File: config.mk
export PLATFORM = sky130hd
export DESIGN_NAME = spi_slv_mon
export DESIGN_NICKNAME = d
export VERILOG_FILES = /design/src/rtl/spi_slv_mon_pkg.sv /design/src/rtl/spi_slv_sync.sv /design/src/rtl/spi_slv_bitcnt.sv /design/src/rtl/spi_slv_timeout.sv /design/src/rtl/spi_slv_flags.sv /design/src/rtl/spi_slv_mon.sv
export SDC_FILE = /design/constraint.sdc
export NUM_CORES = 1
export LEC_CHECK = 0
export BUFFER_PORTS_ARGS = -buffer_cell sky130_fd_sc_hd__buf_4
export CAP_MARGIN = 25
export CORE_ASPECT_RATIO = 1.4
export CORE_MARGIN = 5
export CORE_UTILIZATION = 59
export CTS_CLUSTER_SIZE = 16
export DETAILED_ROUTE_END_ITERATION = 7
export GPL_ROUTABILITY_DRIVEN = 0
export GPL_TIMING_DRIVEN = 0
export PLACE_DENSITY = 0.86
export SYNTH_ARGS = -nofsm -noshare
export SYNTH_HDL_FRONTEND = slang
export SYNTH_SLANG_ARGS = --single-unit
File: constraint.sdc
create_clock -name clk -period 3.3 [get_ports clk]
set_input_delay 0.165 -clock clk [delete_from_list [all_inputs] [get_ports clk]]
set_output_delay 0.165 -clock clk [all_outputs]
set_load 0.05 [all_outputs]
File: src/rtl/spi_slv_mon_pkg.sv
package spi_slv_mon_pkg;
  localparam int FLAG_N       = 6;
  localparam int FL_SEL_ON    = 0;
  localparam int FL_SEL_OFF   = 1;
  localparam int FL_BIT_ERR   = 2;
  localparam int FL_UNDERRUN  = 3;
  localparam int FL_UDR_DESEL = 4;
  localparam int FL_TIMEOUT   = 5;
endpackage

File: src/rtl/spi_slv_sync.sv
module spi_slv_sync #(
  parameter int N      = 2,
  parameter int STAGES = 2
) (
  input  logic         clk,
  input  logic         rst_n,
  input  logic [N-1:0] d,
  output logic [N-1:0] q,
  output logic [N-1:0] q_prev
);
  logic [STAGES-1:0][N-1:0] pipe;

  for (genvar s = 0; s < STAGES; s++) begin : g_stage
    if (s == 0) begin : g_first
      always_ff @(posedge clk or negedge rst_n)
        if (!rst_n) pipe[0] <= '0;
        else        pipe[0] <= d;
    end else begin : g_next
      always_ff @(posedge clk or negedge rst_n)
        if (!rst_n) pipe[s] <= '0;
        else        pipe[s] <= pipe[s-1];
    end
  end

  assign q = pipe[STAGES-1];

  always_ff @(posedge clk or negedge rst_n)
    if (!rst_n) q_prev <= '0;
    else        q_prev <= q;
endmodule

File: src/rtl/spi_slv_bitcnt.sv
module spi_slv_bitcnt #(
  parameter int WIDTH_W = 6
) (
  input  logic               clk,
  input  logic               rst_n,
  input  logic               sel,
  input  logic               inact_evt,
  input  logic               cnt_edge,
  input  logic               tx_empty,
  input  logic [WIDTH_W-1:0] eff_width,
  output logic               word_end,
  output logic               udr_hit,
  output logic               bit_err_evt,
  output logic               udr_err_evt,
  output logic               started,
  output logic               udr_active
);
  logic [WIDTH_W-1:0] bitcnt;
  logic               last_bit;

  assign last_bit    = (bitcnt == eff_width - WIDTH_W'(1));
  assign word_end    = cnt_edge & sel & last_bit;
  assign udr_hit     = cnt_edge & sel & tx_empty;
  assign bit_err_evt = inact_evt & (~started | (bitcnt != '0));
  assign udr_err_evt = inact_evt & udr_active;

  always_ff @(posedge clk or negedge rst_n) begin
    if (!rst_n) begin
      bitcnt     <= '0;
      started    <= 1'b0;
      udr_active <= 1'b0;
    end else if (!sel) begin
      bitcnt     <= '0;
      started    <= 1'b0;
      udr_active <= 1'b0;
    end else if (cnt_edge) begin
      started <= 1'b1;
      bitcnt  <= last_bit ? '0 : bitcnt + WIDTH_W'(1);
      if (tx_empty)      udr_active <= 1'b1;
      else if (last_bit) udr_active <= 1'b0;
    end
  end

  AST_DESEL_RESETS: assert property (@(posedge clk) disable iff (!rst_n)
    inact_evt |=> (bitcnt == '0) && !started && !udr_active);

  AST_CNT_BELOW_WIDTH: assert property (@(posedge clk) disable iff (!rst_n)
    (sel && $stable(eff_width) && eff_width != '0) |-> (bitcnt < eff_width));
endmodule

File: src/rtl/spi_slv_timeout.sv
module spi_slv_timeout #(
  parameter int TO_W = 16
) (
  input  logic            clk,
  input  logic            rst_n,
  input  logic            sel,
  input  logic            started,
  input  logic            word_end,
  input  logic [TO_W-1:0] period,
  output logic            fire
);
  logic [TO_W-1:0] cnt;
  logic            fired;
  logic            run;

  assign run  = sel & started & (period != '0);
  assign fire = run & ~fired & ~word_end & (cnt >= period);

  always_ff @(posedge clk or negedge rst_n) begin
    if (!rst_n) begin
      cnt   <= '0;
      fired <= 1'b0;
    end else if (!sel || !started || word_end) begin
      cnt   <= '0;
      fired <= 1'b0;
    end else begin
      if (cnt != '1) cnt <= cnt + TO_W'(1);
      if (fire)      fired <= 1'b1;
    end
  end

  AST_FIRE_SINGLE: assert property (@(posedge clk) disable iff (!rst_n)
    fire |=> !fire);
endmodule

File: src/rtl/spi_slv_flags.sv
module spi_slv_flags #(
  parameter int N = 6
) (
  input  logic         clk,
  input  logic         rst_n,
  input  logic [N-1:0] set,
  input  logic [N-1:0] clr,
  output logic [N-1:0] flags
);
  for (genvar i = 0; i < N; i++) begin : g_flag
    always_ff @(posedge clk or negedge rst_n)
      if (!rst_n)      flags[i] <= 1'b0;
      else if (set[i]) flags[i] <= 1'b1;
      else if (clr[i]) flags[i] <= 1'b0;

    AST_FLAG_HOLD: assert property (@(posedge clk) disable iff (!rst_n)
      (flags[i] && !clr[i]) |=> flags[i]);
  end
endmodule

File: src/rtl/spi_slv_mon.sv
module spi_slv_mon
  import spi_slv_mon_pkg::*;
#(
  parameter  int MAX_BITS    = 32,
  parameter  int TO_W        = 16,
  parameter  int SYNC_STAGES = 2,
  localparam int WIDTH_W     = $clog2(MAX_BITS + 1)
) (
  input  logic               clk,
  input  logic               rst_n,
  input  logic               ss_in,
  input  logic               sclk_in,
  input  logic               tx_empty,
  input  logic               cfg_ss_high,
  input  logic               cfg_three_wire,
  input  logic               cfg_cnt_fall,
  input  logic [WIDTH_W-1:0] cfg_width,
  input  logic [TO_W-1:0]    cfg_to_period,
  input  logic               cfg_udr_level,
  input  logic               cfg_auto_flush,
  input  logic [FLAG_N-1:0]  irq_en,
  input  logic [FLAG_N-1:0]  clr,
  output logic [FLAG_N-1:0]  status,
  output logic               miso_force_en,
  output logic               miso_force_val,
  output logic               flush_req,
  output logic               irq
);
  localparam int PRIME = SYNC_STAGES + 1;
  localparam int PW    = $clog2(PRIME + 1);

  logic [1:0]         pin_q, pin_p;
  logic               ss_s, sclk_s, sclk_p;
  logic [PW-1:0]      prime_cnt;
  logic               primed, sel, sel_prev;
  logic               act_evt, inact_evt, cnt_edge;
  logic [WIDTH_W-1:0] eff_width;
  logic               word_end, udr_hit, bit_err_evt, udr_err_evt;
  logic               started, udr_active, to_fire;
  logic [FLAG_N-1:0]  set_vec;

  spi_slv_sync #(.N(2), .STAGES(SYNC_STAGES)) u_sync (
    .clk(clk), .rst_n(rst_n), .d({sclk_in, ss_in}), .q(pin_q), .q_prev(pin_p));

  assign ss_s   = pin_q[0];
  assign sclk_s = pin_q[1];
  assign sclk_p = pin_p[1];

  always_ff @(posedge clk or negedge rst_n)
    if (!rst_n)       prime_cnt <= '0;
    else if (!primed) prime_cnt <= prime_cnt + PW'(1);

  assign primed = (prime_cnt == PW'(PRIME));
  assign sel    = primed & (cfg_three_wire | (ss_s == cfg_ss_high));

  always_ff @(posedge clk or negedge rst_n)
    if (!rst_n) sel_prev <= 1'b0;
    else        sel_prev <= sel;

  assign act_evt   = sel & ~sel_prev & ~cfg_three_wire;
  assign inact_evt = ~sel & sel_prev & ~cfg_three_wire;
  assign cnt_edge  = primed & (cfg_cnt_fall ? (sclk_p & ~sclk_s) : (sclk_s & ~sclk_p));
  assign eff_width = (cfg_width == '0 || cfg_width > WIDTH_W'(MAX_BITS))
                     ? WIDTH_W'(MAX_BITS) : cfg_width;

  spi_slv_bitcnt #(.WIDTH_W(WIDTH_W)) u_bitcnt (
    .clk(clk), .rst_n(rst_n), .sel(sel), .inact_evt(inact_evt),
    .cnt_edge(cnt_edge), .tx_empty(tx_empty), .eff_width(eff_width),
    .word_end(word_end), .udr_hit(udr_hit), .bit_err_evt(bit_err_evt),
    .udr_err_evt(udr_err_evt), .started(started), .udr_active(udr_active));

  spi_slv_timeout #(.TO_W(TO_W)) u_timeout (
    .clk(clk), .rst_n(rst_n), .sel(sel), .started(started),
    .word_end(word_end), .period(cfg_to_period), .fire(to_fire));

  always_comb begin
    set_vec               = '0;
    set_vec[FL_SEL_ON]    = act_evt;
    set_vec[FL_SEL_OFF]   = inact_evt;
    set_vec[FL_BIT_ERR]   = bit_err_evt;
    set_vec[FL_UNDERRUN]  = udr_hit;
    set_vec[FL_UDR_DESEL] = udr_err_evt;
    set_vec[FL_TIMEOUT]   = to_fire;
  end

  spi_slv_flags #(.N(FLAG_N)) u_flags (
    .clk(clk), .rst_n(rst_n), .set(set_vec), .clr(clr), .flags(status));

  always_ff @(posedge clk or negedge rst_n)
    if (!rst_n) flush_req <= 1'b0;
    else        flush_req <= to_fire & cfg_auto_flush;

  assign miso_force_en  = udr_active;
  assign miso_force_val = udr_active & cfg_udr_level;
  assign irq            = |(status & irq_en);

  AST_THREE_WIRE_QUIET: assert property (@(posedge clk) disable iff (!rst_n)
    cfg_three_wire |=> !$rose(status[FL_SEL_ON]) && !$rose(status[FL_SEL_OFF]));

  AST_UDR_DESEL_CAUSE: assert property (@(posedge clk) disable iff (!rst_n)
    $rose(status[FL_UDR_DESEL]) |-> $past(miso_force_en));

  AST_TO_DISABLED: assert property (@(posedge clk) disable iff (!rst_n)
    (cfg_to_period == '0) |=> !$rose(status[FL_TIMEOUT]));

  AST_FLUSH_WITH_FLAG: assert property (@(posedge clk) disable iff (!rst_n)
    flush_req |-> status[FL_TIMEOUT]);
endmodule

==> impl_metrics.xml <==
<?xml version="1.0" encoding="UTF-8"?>
<metrics>
  <group name="synth">
    <metric name="dominantRegCellSynth" unit="">sky130_fd_sc_hd__dfrtp_1</metric>
    <metric name="synthDominantCellAreaShare" unit="%">40.7</metric>
    <metric name="yosys.cell_count.top_type" unit="">sky130_fd_sc_hd__dfrtp_1</metric>
    <metric name="synthesis.area" unit="um2">2460</metric>
    <metric name="synth.yosys.warnings" unit="">0</metric>
    <metric name="register_area_share_after_synthesis" unit="%">40.7</metric>
    <metric name="proportion_of_register_bits_with_asynchronous_set_or_reset_after_synthesis" unit="%">100</metric>
    <metric name="synth_area_leaders" unit="">sky130_fd_sc_hd__dfrtp_1, sky130_fd_sc_hd__ha_1, sky130_fd_sc_hd__inv_1, sky130_fd_sc_hd__xnor2_1, sky130_fd_sc_hd__nor2_1</metric>
    <metric name="synth-edff-count" unit="">0</metric>
    <metric name="synth.cells.most_frequent" unit="">sky130_fd_sc_hd__dfrtp_1, sky130_fd_sc_hd__inv_1, sky130_fd_sc_hd__nor2_1, sky130_fd_sc_hd__ha_1, sky130_fd_sc_hd__nand2_1</metric>
    <metric name="syn_inst" unit="">264</metric>
    <metric name="yosys.cell_types.count" unit="">50</metric>
    <metric name="postSynthRegisterBits" unit="">40</metric>
    <metric name="syn_avg_cell_area" unit="um2">9.31</metric>
    <metric name="synth.net_count" unit="">329</metric>
    <metric name="synth_largest_area_cell" unit="">sky130_fd_sc_hd__dfrtp_1</metric>
  </group>
  <group name="worst_setup_path">
    <metric name="critical_path.max_stage_delay" unit="ps">640</metric>
    <metric name="worst_ep_required_time" unit="ps">3520</metric>
    <metric name="critPathKind" unit="">reg -&gt; reg</metric>
    <metric name="timing.critical_path.arrival" unit="ps">2260</metric>
    <metric name="worst_path_max_delay_cell" unit="">sky130_fd_sc_hd__a2111oi_2</metric>
    <metric name="worstSetupStartpointType" unit="">flip-flop</metric>
    <metric name="critical_path_peak_fanout" unit="">5</metric>
    <metric name="crit_path_max_delay_family" unit="">compound AO/OA/AOI/OAI gates</metric>
    <metric name="critical_path.n_buffers_inverters" unit="">0</metric>
    <metric name="crit_path_end_kind" unit="">flip-flop</metric>
    <metric name="worstPathCellList" unit="">ha_1, nand3_1, nor4_2, a2111oi_2, nand4_1, xor2_1, nor2_1</metric>
  </group>
  <group name="global_routing">
    <metric name="grt_first_pass_wirelength" unit="um">9370</metric>
    <metric name="grt_pass1_vias" unit="">2222</metric>
    <metric name="grt_max_degree" unit="">41</metric>
    <metric name="initial_antenna_violation_count" unit="">0</metric>
    <metric name="grt.total_usage" unit="%">21.1</metric>
    <metric name="globalRouteOverflowTotal" unit="">0</metric>
  </group>
  <group name="clock_tree">
    <metric name="cts.clk_slew.worst_paths" unit="ps">80</metric>
    <metric name="clockBufferDepth" unit="">2</metric>
    <metric name="htree_num_levels" unit="">2</metric>
    <metric name="clockRootBuffer" unit="">sky130_fd_sc_hd__clkbuf_8</metric>
    <metric name="tritoncts_num_sinks" unit="">40</metric>
    <metric name="clock_insertion_delay_worst_skew" unit="ps">290</metric>
    <metric name="number_of_buffers_created_by_cts" unit="">5</metric>
    <metric name="cts_tree" unit="">built</metric>
  </group>
  <group name="detailed_routing">
    <metric name="drt-total-wl" unit="um">5290</metric>
    <metric name="route.vias.total" unit="">2136</metric>
    <metric name="viasPerCell" unit="">5.77</metric>
    <metric name="avgRoutedWirePerCell" unit="um">14.3</metric>
    <metric name="ant_nets" unit="">0</metric>
    <metric name="detailedRoute.firstIterationViolations" unit="">73</metric>
    <metric name="drcViolationCount" unit="">0</metric>
    <metric name="iteration_count_of_the_initial_detailed_routing_pass" unit="">4</metric>
  </group>
  <group name="placed_design">
    <metric name="pre_cts_slack" unit="ps">1090</metric>
    <metric name="hpwl" unit="um">4260</metric>
    <metric name="count_of_input_and_output_buffers" unit="">53</metric>
    <metric name="placed_cells_incl_taps" unit="">360</metric>
  </group>
  <group name="timing">
    <metric name="rsz0062_at_grt" unit="">no</metric>
    <metric name="finalHoldViolations" unit="">0</metric>
    <metric name="clock_skew" unit="ps">8.74</metric>
    <metric name="worst_slew_margin_rel" unit="%">58.5</metric>
    <metric name="fin_hold_ws" unit="ps">44.0</metric>
    <metric name="worst_slack" unit="ps">1260</metric>
    <metric name="setup-tns-final" unit="ps">0</metric>
    <metric name="final-max-slew-violation-count" unit="">0</metric>
    <metric name="max_freq" unit="GHz">0.490</metric>
    <metric name="finalSetupViolCount" unit="">0</metric>
    <metric name="final_min_period_over_clock_period" unit="%">61.9</metric>
    <metric name="period_needed" unit="ps">2040</metric>
    <metric name="worst-slew-pin-transition" unit="ps">622</metric>
  </group>
  <group name="cells_and_area">
    <metric name="nets" unit="">392</metric>
    <metric name="flow.area_growth_from_synthesis" unit="%">22.9</metric>
    <metric name="final_layout_size_suffix_gt1_share" unit="%">21.1</metric>
    <metric name="number_of_inserted_diodes" unit="">0</metric>
    <metric name="layout.cells.non_filler" unit="">370</metric>
  </group>
  <group name="floorplan">
    <metric name="placeableCoreArea" unit="um2">3990</metric>
    <metric name="die-width" unit="um">64.5</metric>
    <metric name="die_h" unit="um">86.4</metric>
    <metric name="start_util" unit="%">61.6</metric>
    <metric name="dieArea" unit="um2">5570</metric>
    <metric name="placement_rows" unit="">27</metric>
    <metric name="io-pin-count" unit="">54</metric>
  </group>
  <group name="power">
    <metric name="peakVddDrop" unit="uV">311</metric>
    <metric name="power-per-cell-area" unit="nW/um2">375</metric>
    <metric name="cellLeakagePower" unit="uW">0.00146</metric>
  </group>
  <group name="flow_run">
    <metric name="maxCapViolations" unit="">0</metric>
  </group>
  <group name="min_path">
    <metric name="worstHoldPathType" unit="">in -&gt; reg</metric>
  </group>
  <group name="outcome">
    <metric name="status" unit="">complete, no violations</metric>
  </group>
</metrics>
final cells by class:
cell class | count | area [um2]
Sequential cell | 40 | 1000
Clock inverter | 2 | 12.5
Tap cell | 43 | 53.8
Timing Repair Buffer | 56 | 428
Inverter | 33 | 124
Fill cell | 307 | 966
Clock buffer | 5 | 68.8
Multi-Input combinational cell | 187 | 1290
Buffer | 4 | 38.8
power by group:
part           leakage, uW  switching (uW)  total (uW)  internal (uW)
logic             0.000893             157         281            124
registers         0.000523            26.9         545            518
clock network    0.0000400             164         307            143
total              0.00146             348        1130            785
placed cells by master, fill, tap and decap left out, types with 2 or more instances in the layout:
| cell type | n |
|---|---|
| sky130_fd_sc_hd__or3_1 | 2 |
| sky130_fd_sc_hd__a2111oi_0 | 2 |
| sky130_fd_sc_hd__buf_6 | 3 |
| sky130_fd_sc_hd__nand3_1 | 11 |
| sky130_fd_sc_hd__a31oi_1 | 2 |
| sky130_fd_sc_hd__a21oi_1 | 8 |
| sky130_fd_sc_hd__and3_1 | 6 |
| sky130_fd_sc_hd__a22o_1 | 2 |
| sky130_fd_sc_hd__nor3_1 | 4 |
| sky130_fd_sc_hd__nand2_1 | 17 |
| sky130_fd_sc_hd__nor4_1 | 7 |
| sky130_fd_sc_hd__o21ai_0 | 9 |
| sky130_fd_sc_hd__nor2_1 | 26 |
| sky130_fd_sc_hd__nor2b_1 | 2 |
| sky130_fd_sc_hd__a211oi_1 | 2 |
| sky130_fd_sc_hd__xor2_1 | 8 |
| sky130_fd_sc_hd__buf_4 | 53 |
| sky130_fd_sc_hd__and2_1 | 3 |
| sky130_fd_sc_hd__xnor2_1 | 14 |
| sky130_fd_sc_hd__nand4_1 | 5 |
| sky130_fd_sc_hd__clkbuf_8 | 5 |
| sky130_fd_sc_hd__nand2b_1 | 3 |
| sky130_fd_sc_hd__dfrtp_1 | 40 |
| sky130_fd_sc_hd__o22ai_1 | 3 |
| sky130_fd_sc_hd__a22oi_1 | 3 |
| sky130_fd_sc_hd__ha_1 | 21 |
| sky130_fd_sc_hd__inv_1 | 33 |
| sky130_fd_sc_hd__dlygate4sd3_1 | 3 |
| sky130_fd_sc_hd__a221o_1 | 2 |
| sky130_fd_sc_hd__a21o_1 | 3 |
sequential cells by signal, summed over array words and instances, names as in the netlist:
signal and cells:
u_sync.q 2, u_sync.q_prev 1, u_sync.pipe 2, sel_prev 1, flush_req 1, u_bitcnt.bitcnt 6
u_bitcnt.udr_active 1, u_timeout.cnt 16, prime_cnt 2, u_flags.flags 6, u_bitcnt.started 1, u_timeout.fired 1
cells by family (layout without fill, tap and decap cells):
family                     after synthesis  after routing  synth area share (%)
muxes                                    2              2                 0.866
and+or+nand+nor                         94             94                  19.5
xor gates and xnor gates                22             22                  7.84
AOI/OAI and AO/OA                       48             48                  13.7
DFF                                     40             40                  40.7
adders and majority gates               21             21                  10.7
buffers and inverters                   37            100                  6.62
worst paths after layout:
path / from / endpoint / slack [ps] / depth (start not counted)
hold reg to reg: u_sync.pipe[1] / u_sync.q[1] / 350 / 0
min in group asynchronous: rst_n / u_timeout.fired / 370 / 2
setup reg to reg: u_timeout.cnt[1] / u_timeout.cnt[15] / 1260 / 7
hold / removal: clr[3] / u_flags.flags[3] / 40 / 2
max in group asynchronous: rst_n / u_flags.flags[4] / 2570 / 2
setup / recovery: u_timeout.cnt[1] / u_timeout.cnt[15] / 1260 / 7
per-layer routing:
metal | up-vias | global-route usage, % | part of all wire (%) | wire [um]
met5 | - | 0 | 0 | 0
met1 | 1008 | 24.8 | 40 | 2130
met3 | 11 | 4.67 | 6.8 | 360
met4 | 0 | 8.27 | 1.9 | 102
met2 | 65 | 37.0 | 51 | 2700
li1 | 1052 | - | - | -
worst reg2reg max path: cells and delay by family (launching register included):
kind,cells,cell delay [ps]
adder cells (fa/ha/maj),1,210
AO/OA/AOI/OAI,1,640
flip-flops,1,420
XOR/XNOR,1,160
AND/OR/NAND/NOR,4,530
what timing repair did:
item,4_1_cts,5_1_grt
hold buffers,3,0
buffers inserted,0,0
resized for setup,0,0
hold endpoints to repair,42,0
through the flow:
stage | total power [uW] | utilization, % | cell area (um2)
after global placement | 828 | 73.0 | 2910
after CTS | 1150 | 75.8 | 3020
after detailed placement | 836 | 73.0 | 2910
after floorplan | 722 | - | 2460
after global routing | 1200 | 75.8 | 3020
final | 1130 | 75.8 | 3020
(Power assumes the default switching activity.)
